===== config.mk =====
export PLATFORM = sky130hd
export DESIGN_NAME = i2c_seg_repeater
export DESIGN_NICKNAME = d
export VERILOG_FILES = /design/src/rtl/i2c_seg_repeater.sv
export SDC_FILE = /design/constraint.sdc
export NUM_CORES = 1
export LEC_CHECK = 0
export BUFFER_PORTS_ARGS = -buffer_cell sky130_fd_sc_hd__buf_2
export CAP_MARGIN = 20
export CORE_UTILIZATION = 33
export DETAILED_ROUTE_END_ITERATION = 8
export PLACE_DENSITY = 0.46
export SETUP_SLACK_MARGIN = 0.4
export SLEW_MARGIN = 20
export SYNTH_ARGS = -nofsm -noshare
export SYNTH_HDL_FRONTEND = slang
export SYNTH_SLANG_ARGS = --single-unit

===== constraint.sdc =====
create_clock -name clk -period 2.25 [get_ports clk]
set_clock_uncertainty 0.15 [all_clocks]
set_input_delay 0.3375 -clock clk [delete_from_list [all_inputs] [get_ports clk]]
set_output_delay 0.3375 -clock clk [all_outputs]
set_load 0.02 [all_outputs]

===== src/rtl/i2c_seg_repeater.sv =====
module i2c_seg_repeater #(
  parameter int NSEG     = 4,
  parameter int HOLD_CYC = 400,
  parameter int FILT     = 3,
  parameter int SEL_W    = (NSEG > 1) ? $clog2(NSEG) : 1
) (
  input  logic             clk,
  input  logic             rst_n,
  input  logic [SEL_W-1:0] seg_sel,
  input  logic             m_scl_i,
  input  logic             m_sda_i,
  output logic             m_scl_pd,
  output logic             m_sda_pd,
  input  logic [NSEG-1:0]  s_scl_i,
  input  logic [NSEG-1:0]  s_sda_i,
  output logic [NSEG-1:0]  s_scl_pd,
  output logic [NSEG-1:0]  s_sda_pd
);
  localparam int HW = (HOLD_CYC > 1) ? $clog2(HOLD_CYC) : 1;
  localparam int FW = (FILT > 1) ? $clog2(FILT) : 1;

  typedef enum logic [1:0] {C_IDLE, C_HOLD, C_FOLLOW} clk_st_t;
  typedef enum logic [2:0] {P_IDLE, P_ADDR, P_WR, P_RD, P_WAIT} ph_t;

  logic [SEL_W-1:0] sel_q;
  logic [1:0]       m_scl_sy, m_sda_sy;
  logic [NSEG-1:0]  s_scl_s1, s_scl_s2, s_sda_s1, s_sda_s2;

  always_ff @(posedge clk or negedge rst_n)
    if (!rst_n) begin
      m_scl_sy <= '1;
      m_sda_sy <= '1;
      s_scl_s1 <= '1;
      s_scl_s2 <= '1;
      s_sda_s1 <= '1;
      s_sda_s2 <= '1;
    end else begin
      m_scl_sy <= {m_scl_sy[0], m_scl_i};
      m_sda_sy <= {m_sda_sy[0], m_sda_i};
      s_scl_s1 <= s_scl_i;
      s_scl_s2 <= s_scl_s1;
      s_sda_s1 <= s_sda_i;
      s_sda_s2 <= s_sda_s1;
    end

  // channel order: 0 master SCL, 1 master SDA, 2 segment SCL, 3 segment SDA
  logic [3:0] raw, flt, flt_d;
  assign raw = {s_sda_s2[sel_q], s_scl_s2[sel_q], m_sda_sy[1], m_scl_sy[1]};

  for (genvar i = 0; i < 4; i++) begin : g_flt
    logic          lvl;
    logic [FW-1:0] run;
    always_ff @(posedge clk or negedge rst_n)
      if (!rst_n) begin
        lvl <= 1'b1;
        run <= '0;
      end else if (raw[i] == lvl) begin
        run <= '0;
      end else if (run == FW'(FILT - 1)) begin
        lvl <= raw[i];
        run <= '0;
      end else begin
        run <= run + 1'b1;
      end
    assign flt[i] = lvl;
  end

  always_ff @(posedge clk or negedge rst_n)
    if (!rst_n) flt_d <= '1;
    else        flt_d <= flt;

  logic scl_fall, scl_rise, scl_hi, dir_s2m, start_ev, stop_ev;
  assign scl_fall = flt_d[0] & ~flt[0];
  assign scl_rise = ~flt_d[0] & flt[0];
  assign scl_hi   = flt_d[0] & flt[0];
  assign start_ev = scl_hi & ~dir_s2m & flt_d[1] & ~flt[1];
  assign stop_ev  = scl_hi & ~dir_s2m & ~flt_d[1] & flt[1];

  clk_st_t       cst;
  logic [HW-1:0] hcnt;

  always_ff @(posedge clk or negedge rst_n)
    if (!rst_n) begin
      cst  <= C_IDLE;
      hcnt <= '0;
    end else begin
      case (cst)
        C_IDLE:   if (scl_fall) begin cst <= C_HOLD; hcnt <= '0; end
        C_HOLD:   if (hcnt == HW'(HOLD_CYC - 1)) cst <= C_FOLLOW;
                  else hcnt <= hcnt + 1'b1;
        C_FOLLOW: if (flt[2] && flt[0]) cst <= C_IDLE;
        default:  cst <= C_IDLE;
      endcase
    end

  ph_t        ph;
  logic [3:0] bcnt;
  logic       bit_seen, rw, nack;

  always_ff @(posedge clk or negedge rst_n)
    if (!rst_n) begin
      ph       <= P_IDLE;
      bcnt     <= '0;
      bit_seen <= 1'b0;
      rw       <= 1'b0;
      nack     <= 1'b0;
    end else if (start_ev) begin
      ph       <= P_ADDR;
      bcnt     <= '0;
      bit_seen <= 1'b0;
    end else if (stop_ev) begin
      ph       <= P_IDLE;
      bcnt     <= '0;
      bit_seen <= 1'b0;
    end else if (scl_rise && (ph == P_ADDR || ph == P_WR || ph == P_RD)) begin
      bit_seen <= 1'b1;
      if (ph == P_ADDR && bcnt == 4'd7) rw   <= flt[1];
      if (ph == P_RD   && bcnt == 4'd8) nack <= flt[1];
    end else if (scl_fall && bit_seen) begin
      bit_seen <= 1'b0;
      if (bcnt == 4'd8) begin
        bcnt <= '0;
        if (ph == P_ADDR)           ph <= rw ? P_RD : P_WR;
        else if (ph == P_RD && nack) ph <= P_WAIT;
      end else begin
        bcnt <= bcnt + 1'b1;
      end
    end

  always_comb
    case (ph)
      P_ADDR, P_WR: dir_s2m = (bcnt == 4'd8);
      P_RD:         dir_s2m = (bcnt != 4'd8);
      default:      dir_s2m = 1'b0;
    endcase

  always_ff @(posedge clk or negedge rst_n)
    if (!rst_n)                      sel_q <= '0;
    else if (ph == P_IDLE && !start_ev) sel_q <= seg_sel;

  assign m_scl_pd = (cst == C_HOLD) | ((cst == C_FOLLOW) & ~flt[2]);
  assign m_sda_pd = dir_s2m & ~flt[3];

  for (genvar k = 0; k < NSEG; k++) begin : g_seg
    assign s_scl_pd[k] = (cst == C_HOLD) & (sel_q == SEL_W'(k));
    assign s_sda_pd[k] = ~dir_s2m & ~flt[1] & (sel_q == SEL_W'(k));
  end
endmodule


==> flow_metrics.py, run 1 <==
metrics = {
    "route": {
        "drtAntennaViolNets": 0,
        "viasPerCell": 4.61,
        "vias": 1632,
        "drt_iter0_drc": 79,
        "routed_wl_mm": 4.73,
        "drt-pass1-iter-count": 4,
        "route.detailed.drc": 0,
        "detail_route.wl_per_cell_microns": 13.4,
    },
    "yosys": {
        "yosysWarnings": 0,
        "ys_async_sr_fraction_pct": 100,
        "synthDistinctLibCells": 47,
        "synth_fp_nets": 219,
        "synth_top_cell_by_area": "dfrtp_1",
        "synth-edff-count": 0,
        "synth.yosys.seq_area_share_pct": 58.2,
        "syn_area_sq_um": 2500,
        "synth_top_area_share_pct": 31.0,
        "netlist_instances": 202,
        "synth_top_cells_by_area": "dfrtp_1 31%, dfstp_2 27%, nor2_1 2.7%, nand2_1 2.2%, xnor2_1 2.1%",
        "synth_top_flop_cell": "dfrtp_1",
        "syn_avg_cell_area_sq_um": 12.4,
        "synth_seq_cells": 57,
    },
    "clock_network": {
        "cts_tree": "done",
        "h-tree-depth": 3,
        "max-clock-path-buffers": 2,
        "path_clk_slew_ns": 0.07,
        "ctsRootBufferMaster": "clkbuf_8",
        "clkLatencyLatePin_ns": 0.34,
        "cts.sink_count": 57,
        "numCtsBuffers": 9,
    },
    "timing": {
        "hold_slack_ns": 0.0993,
        "rsz0062_at_grt": "yes",
        "setup_tns_ns": -0.0596,
        "report.final.hold_viol_count": 0,
        "tightest_slew_ns": 0.547,
        "setup_viol": 4,
        "period_needed_ns": 2.28,
        "clock.fmax_mhz": 439,
        "setup_ws_ns": -0.0262,
        "slew_viol_final": 0,
        "relSlewSlack_pct": 63.5,
        "fin_crit_sh_pct": 101,
    },
    "die": {
        "initial_core_util_pct": 34.4,
        "die_h_microns": 89.1,
        "io_pins": 24,
        "dieArea_sq_um": 7940,
        "core_area_sq_um": 7290,
        "die_x_microns": 89.1,
        "num_rows": 31,
    },
    "setup_path": {
        "path_max_fanout": 2,
        "worstSetupStartpointType": "flip-flop",
        "crit_chain": "inv_2, ha_4, nand3b_4, mux2_4, buf_4, nor3_4, buf_6",
        "endpoint_kind": "output port",
        "crit_start": "bcnt[0]",
        "cp_slowest_cell": "dfrtp_1",
        "arrival_ns": 1.79,
        "worstPathRequired_ns": 1.76,
        "reg2reg_to": "bcnt[2]",
        "crit_type": "flip-flop to output port",
        "max_stage_delay_ns": 0.40,
        "r2r_cells": 8,
        "reg2reg_from": "bcnt[0]",
        "rrSetupSlack_ns": 0.45,
    },
    "layout": {
        "finish.utilization_pct": 43.9,
        "fin_cells": 354,
        "drive_gt1_share_pct": 42.7,
        "final_area_sq_um": 3200,
        "area_delta_synth_final_pct": 27.8,
        "antenna_cells": 0,
        "layout_common_cells": "26 x dfrtp_1, 26 x dfstp_2, 16 x buf_2",
        "finish.net_count": 267,
    },
    "pwr": {
        "p_total_mw": 3.92,
        "p_per_area_nw_per_um2": 1220,
        "p_leak_nw": 1.40,
        "ir_drop_v": 0.000498,
    },
    "placed_design": {
        "gp_congestion": 0.698,
        "hpwlAfterDp_mm": 3.09,
        "placedCellCount": 322,
        "place_area_sq_um": 2780,
        "numPortBuffers": 23,
        "preCtsSetupSlack_ns": 0.193,
    },
    "min_path": {
        "hold_path_end": "sel_q[0]",
        "holdPathStages": 2,
        "worstHoldStart": "seg_sel[0]",
        "hold_path_class": "input pin to flip-flop",
    },
    "outcome": {
        "violations": "setup timing",
        "status": "finished, violations left",
    },
    "grt": {
        "antenna_found_initial": 0,
        "grt_max_degree": 35,
        "grt_pass1_vias": 1626,
        "grt_pass1_wl_mm": 7.88,
        "track_usage_pct": 13.6,
        "grt_overflow_total": 0,
    },
    "flow_run": {
        "max_cap_viol_count": 0,
    },
}
-- final cells by class --
type	instances	area [sq um]
clock buffer	9	124
multi-input combinational	134	1060
inverter	6	22.5
sequential	57	1470
timing repair buffer	42	330
fill	710	4090
tap	99	124
clock inverter	7	76.3
-- state kept, by name, summed over array words and instances (netlist names), 2 cells and up --
| register | count |
|---|---|
| s_scl_s2 | 4 |
| hcnt | 9 |
| m_scl_sy | 2 |
| s_sda_s1 | 4 |
| ph | 3 |
| flt_d | 2 |
| s_sda_s2 | 4 |
| bcnt | 4 |
| cst | 2 |
| m_sda_sy | 2 |
| sel_q | 2 |
| g_flt.lvl | 4 |
| s_scl_s1 | 4 |
| g_flt.run | 8 |
-- routing by layer --
layer / up-vias / share of wire (%) / global-route usage (%)
met4: 0 / 0.32 / 3.90
met3: 2 / 3.8 / 6.00
li1: 811 / - / -
met5: - / 0 / 0
met1: 792 / 48 / 17.6
met2: 27 / 48 / 20.8
-- report_power, final --
group | internal, mW | switching (mW)
Sequential | 1.34 | 0.332
Combinational | 0.643 | 0.632
Clock | 0.521 | 0.448
Total | 2.51 | 1.41
-- worst max-delay path: cells and delay by family, from the launching register on --
kind | cells | cell delay [ns]
AND/OR/NAND/NOR | 2 | 0.21
buffers and inverters | 3 | 0.36
flip-flops | 1 | 0.40
multiplexers | 1 | 0.33
adder cells (fa/ha/maj) | 1 | 0.14
-- cells in the mapped netlist (all sizes together) (2+ instances only) --
cell / number
mux2i: 5
xor2: 4
nor2: 18
nand2b: 5
a31o: 3
o21ai: 4
mux2: 8
xnor2: 6
a21oi: 7
nor4: 2
nor2b: 5
nor4b: 2
mux4: 2
dfrtp: 31
nor3b: 4
buf: 5
nand4: 4
inv: 6
nand2: 15
nand3: 5
or2: 2
or3: 3
ha: 3
nor3: 13
nand3b: 2
dfstp: 26
-- cell families after synthesis --
group	count (synthesis)	share of synthesized area, %
AOI/OAI and AO/OA	21	5.94
xor gates and xnor gates	10	3.50
adders and majority gates	3	1.50
buffers and inverters	11	2.15
DFF	57	58.2
muxes	15	7.69
and+or+nand+nor	85	21.0
-- worst max path at each step --
stage                  endpoint  cells after the start
finish                 m_sda_pd                      7
global route           m_sda_pd                      7
CTS                 s_sda_pd[0]                      7
detailed placement  s_sda_pd[1]                      7
floorplan           s_sda_pd[1]                      6
global placement    s_sda_pd[0]                      7
-- timing repair --
action / in CTS / in global routing
gates resized for setup: 15 / 10
pin swaps: 3 / 3
endpoints found under the hold margin: 20 / 0
hold buffers: 11 / 0
setup buffers: 5 / 0
endpoints found under the setup margin: 16 / 19
No activity file was read; power rests on OpenSTA's default activity.
==> inputs of run 2 (changes only) <==
--- a/config.mk
+++ b/config.mk
@@ -7,6 +7,7 @@
 export LEC_CHECK = 0
 export BUFFER_PORTS_ARGS = -buffer_cell sky130_fd_sc_hd__buf_2
 export CAP_MARGIN = 20
+export CORE_MARGIN = 1.5
 export CORE_UTILIZATION = 33
 export DETAILED_ROUTE_END_ITERATION = 8
 export PLACE_DENSITY = 0.46
==> flow_metrics.py, run 2 (synthesis results as in run 1) <==
metrics = {
    "clock_network": {
        "path_clk_slew_ns": 0.07,
        "h-tree-depth": 3,
        "max-clock-path-buffers": 2,
        "ctsRootBufferMaster": "clkbuf_8",
        "cts.sink_count": 57,
        "clkLatencyLatePin_ns": 0.33,
        "numCtsBuffers": 9,
        "cts_tree": "done",
    },
    "grt": {
        "antenna_found_initial": 0,
        "track_usage_pct": 12.7,
        "grt_pass1_vias": 1715,
        "grt_overflow_total": 0,
        "grt_pass1_wl_mm": 8.10,
        "grt_max_degree": 35,
    },
    "timing": {
        "fin_crit_sh_pct": 101,
        "clock.fmax_mhz": 440,
        "report.final.hold_viol_count": 0,
        "setup_viol": 4,
        "period_needed_ns": 2.28,
        "setup_ws_ns": -0.0252,
        "rsz0062_at_grt": "yes",
        "slew_viol_final": 0,
        "relSlewSlack_pct": 63.4,
        "tightest_slew_ns": 0.549,
    },
    "layout": {
        "fin_cells": 355,
        "layout_commonest_cell": "dfrtp_1",
        "drive_gt1_share_pct": 42.6,
        "largest_register_ffs": 9,
        "finish.utilization_pct": 43.9,
        "multi_input_area_sq_um": 1060,
        "largest-register": "hcnt",
        "top_regs": "hcnt (9), g_flt.run (8)",
        "finish.net_count": 268,
        "layout_common_cells": "27 x dfrtp_1, 26 x dfstp_2, 17 x buf_2",
        "area_delta_synth_final_pct": 27.9,
        "antenna_cells": 0,
        "fill_cells": 731,
        "seq_area_sq_um": 1460,
    },
    "pwr": {
        "p_leak_nw": 1.40,
        "ir_drop_v": 0.000585,
        "p_total_mw": 3.93,
        "p_per_area_nw_per_um2": 1230,
    },
    "setup_path": {
        "path_max_fanout": 4,
        "crit_start": "bcnt[1]",
        "cp-endpoint": "s_sda_pd[0]",
        "worstSetupStartpointType": "flip-flop",
        "endpoint_kind": "output port",
        "r2r_cells": 3,
        "reg2reg_to": "sel_q[1]",
        "rrSetupSlack_ns": 0.47,
        "worstPathRequired_ns": 1.76,
        "reg2reg_from": "ph[2]",
        "arrival_ns": 1.79,
        "crit_type": "flip-flop to output port",
    },
    "die": {
        "core_area_sq_um": 7290,
        "die_x_microns": 90.1,
        "initial_core_util_pct": 34.4,
        "dieArea_sq_um": 8120,
        "die_h_microns": 90.1,
        "io_pins": 24,
        "num_rows": 31,
    },
    "route": {
        "drt_iter0_drc": 37,
        "drt-pass1-iter-count": 4,
        "viasPerCell": 4.59,
        "route.detailed.drc": 0,
        "detail_route.wl_per_cell_microns": 13.1,
        "routed_wl_mm": 4.64,
        "drtAntennaViolNets": 0,
        "vias": 1628,
    },
    "placed_design": {
        "gp_congestion": 0.699,
        "hpwlAfterDp_mm": 3.12,
        "preCtsSetupSlack_ns": 0.192,
        "placedCellCount": 322,
        "numPortBuffers": 23,
    },
    "outcome": {
        "violations": "setup timing",
        "status": "finished, violations left",
    },
    "flow_run": {
        "max_cap_viol_count": 0,
    },
    "min_path": {
        "hold_path_class": "input pin to flip-flop",
    },
}
[run 2: what timing repair did]
action | in CTS | in global routing
setup endpoints to repair | 14 | 20
endpoints found under the hold margin | 20 | 0
pin swaps | 2 | 2
setup buffers | 2 | 4
resized for setup | 14 | 7
hold buffers | 11 | 0
[run 2: critical path, stage by stage (launching register included)]
cell and delay, ns:
dfrtp_1 0.39, inv_2 0.07, ha_4 0.15, nand3b_4 0.08, mux2_4 0.34, o21ai_4 0.21
nor3_2 0.06, buf_4 0.15
[run 2: stage by stage]
| stage | hold slack [ns] | area [sq um] | setup TNS [ns] |
|---|---|---|---|
| 6_report | 0.0922 | 3200 | -0.0669 |
| 5_1_grt | 0.0673 | 3200 | -0.550 |
| 4_1_cts | 0.0757 | 3150 | -0.162 |
| 3_5_place_dp | 0.197 | 2780 | 0 |
| 3_3_place_gp | 0.195 | 2780 | 0 |
| 2_1_floorplan | -0.108 | 2540 | 0 |
[run 2: area by class of cell]
type	count	share of cell area [%]
Sequential cell	57	45.7
Clock inverter	7	2.50
Multi-Input combinational cell	134	33.0
Timing Repair Buffer	43	10.4
Tap cell	99	3.87
Clock buffer	9	3.87
Inverter	6	0.703
[run 2: report_power, final]
group	internal [mW]	total (mW)	switching, mW
Sequential	1.34	1.67	0.325
Combinational	0.659	1.30	0.644
Clock	0.520	0.960	0.440
Total	2.52	3.93	1.41
[run 2: worst min path at each step]
stage / from / to / slack (ns) / cells after the start
after floorplan: rst_n / bcnt[0] / -0.11 / 0
after global placement: s_scl_s1[0] / s_scl_s2[0] / 0.20 / 0
after detailed placement: m_scl_sy[0] / m_scl_sy[1] / 0.20 / 0
after CTS: seg_sel[0] / sel_q[0] / 0.08 / 2
after global routing: seg_sel[0] / sel_q[0] / 0.07 / 2
final: seg_sel[0] / sel_q[0] / 0.09 / 2
[run 2: metal layers]
metal  share of wire, %  routed length, microns  track usage (%)
met5                  0                       0                0
met4               0.86                      40             3.17
met3                4.4                     203             5.84
met2                 48                    2210             19.6
met1                 47                    2190             16.2
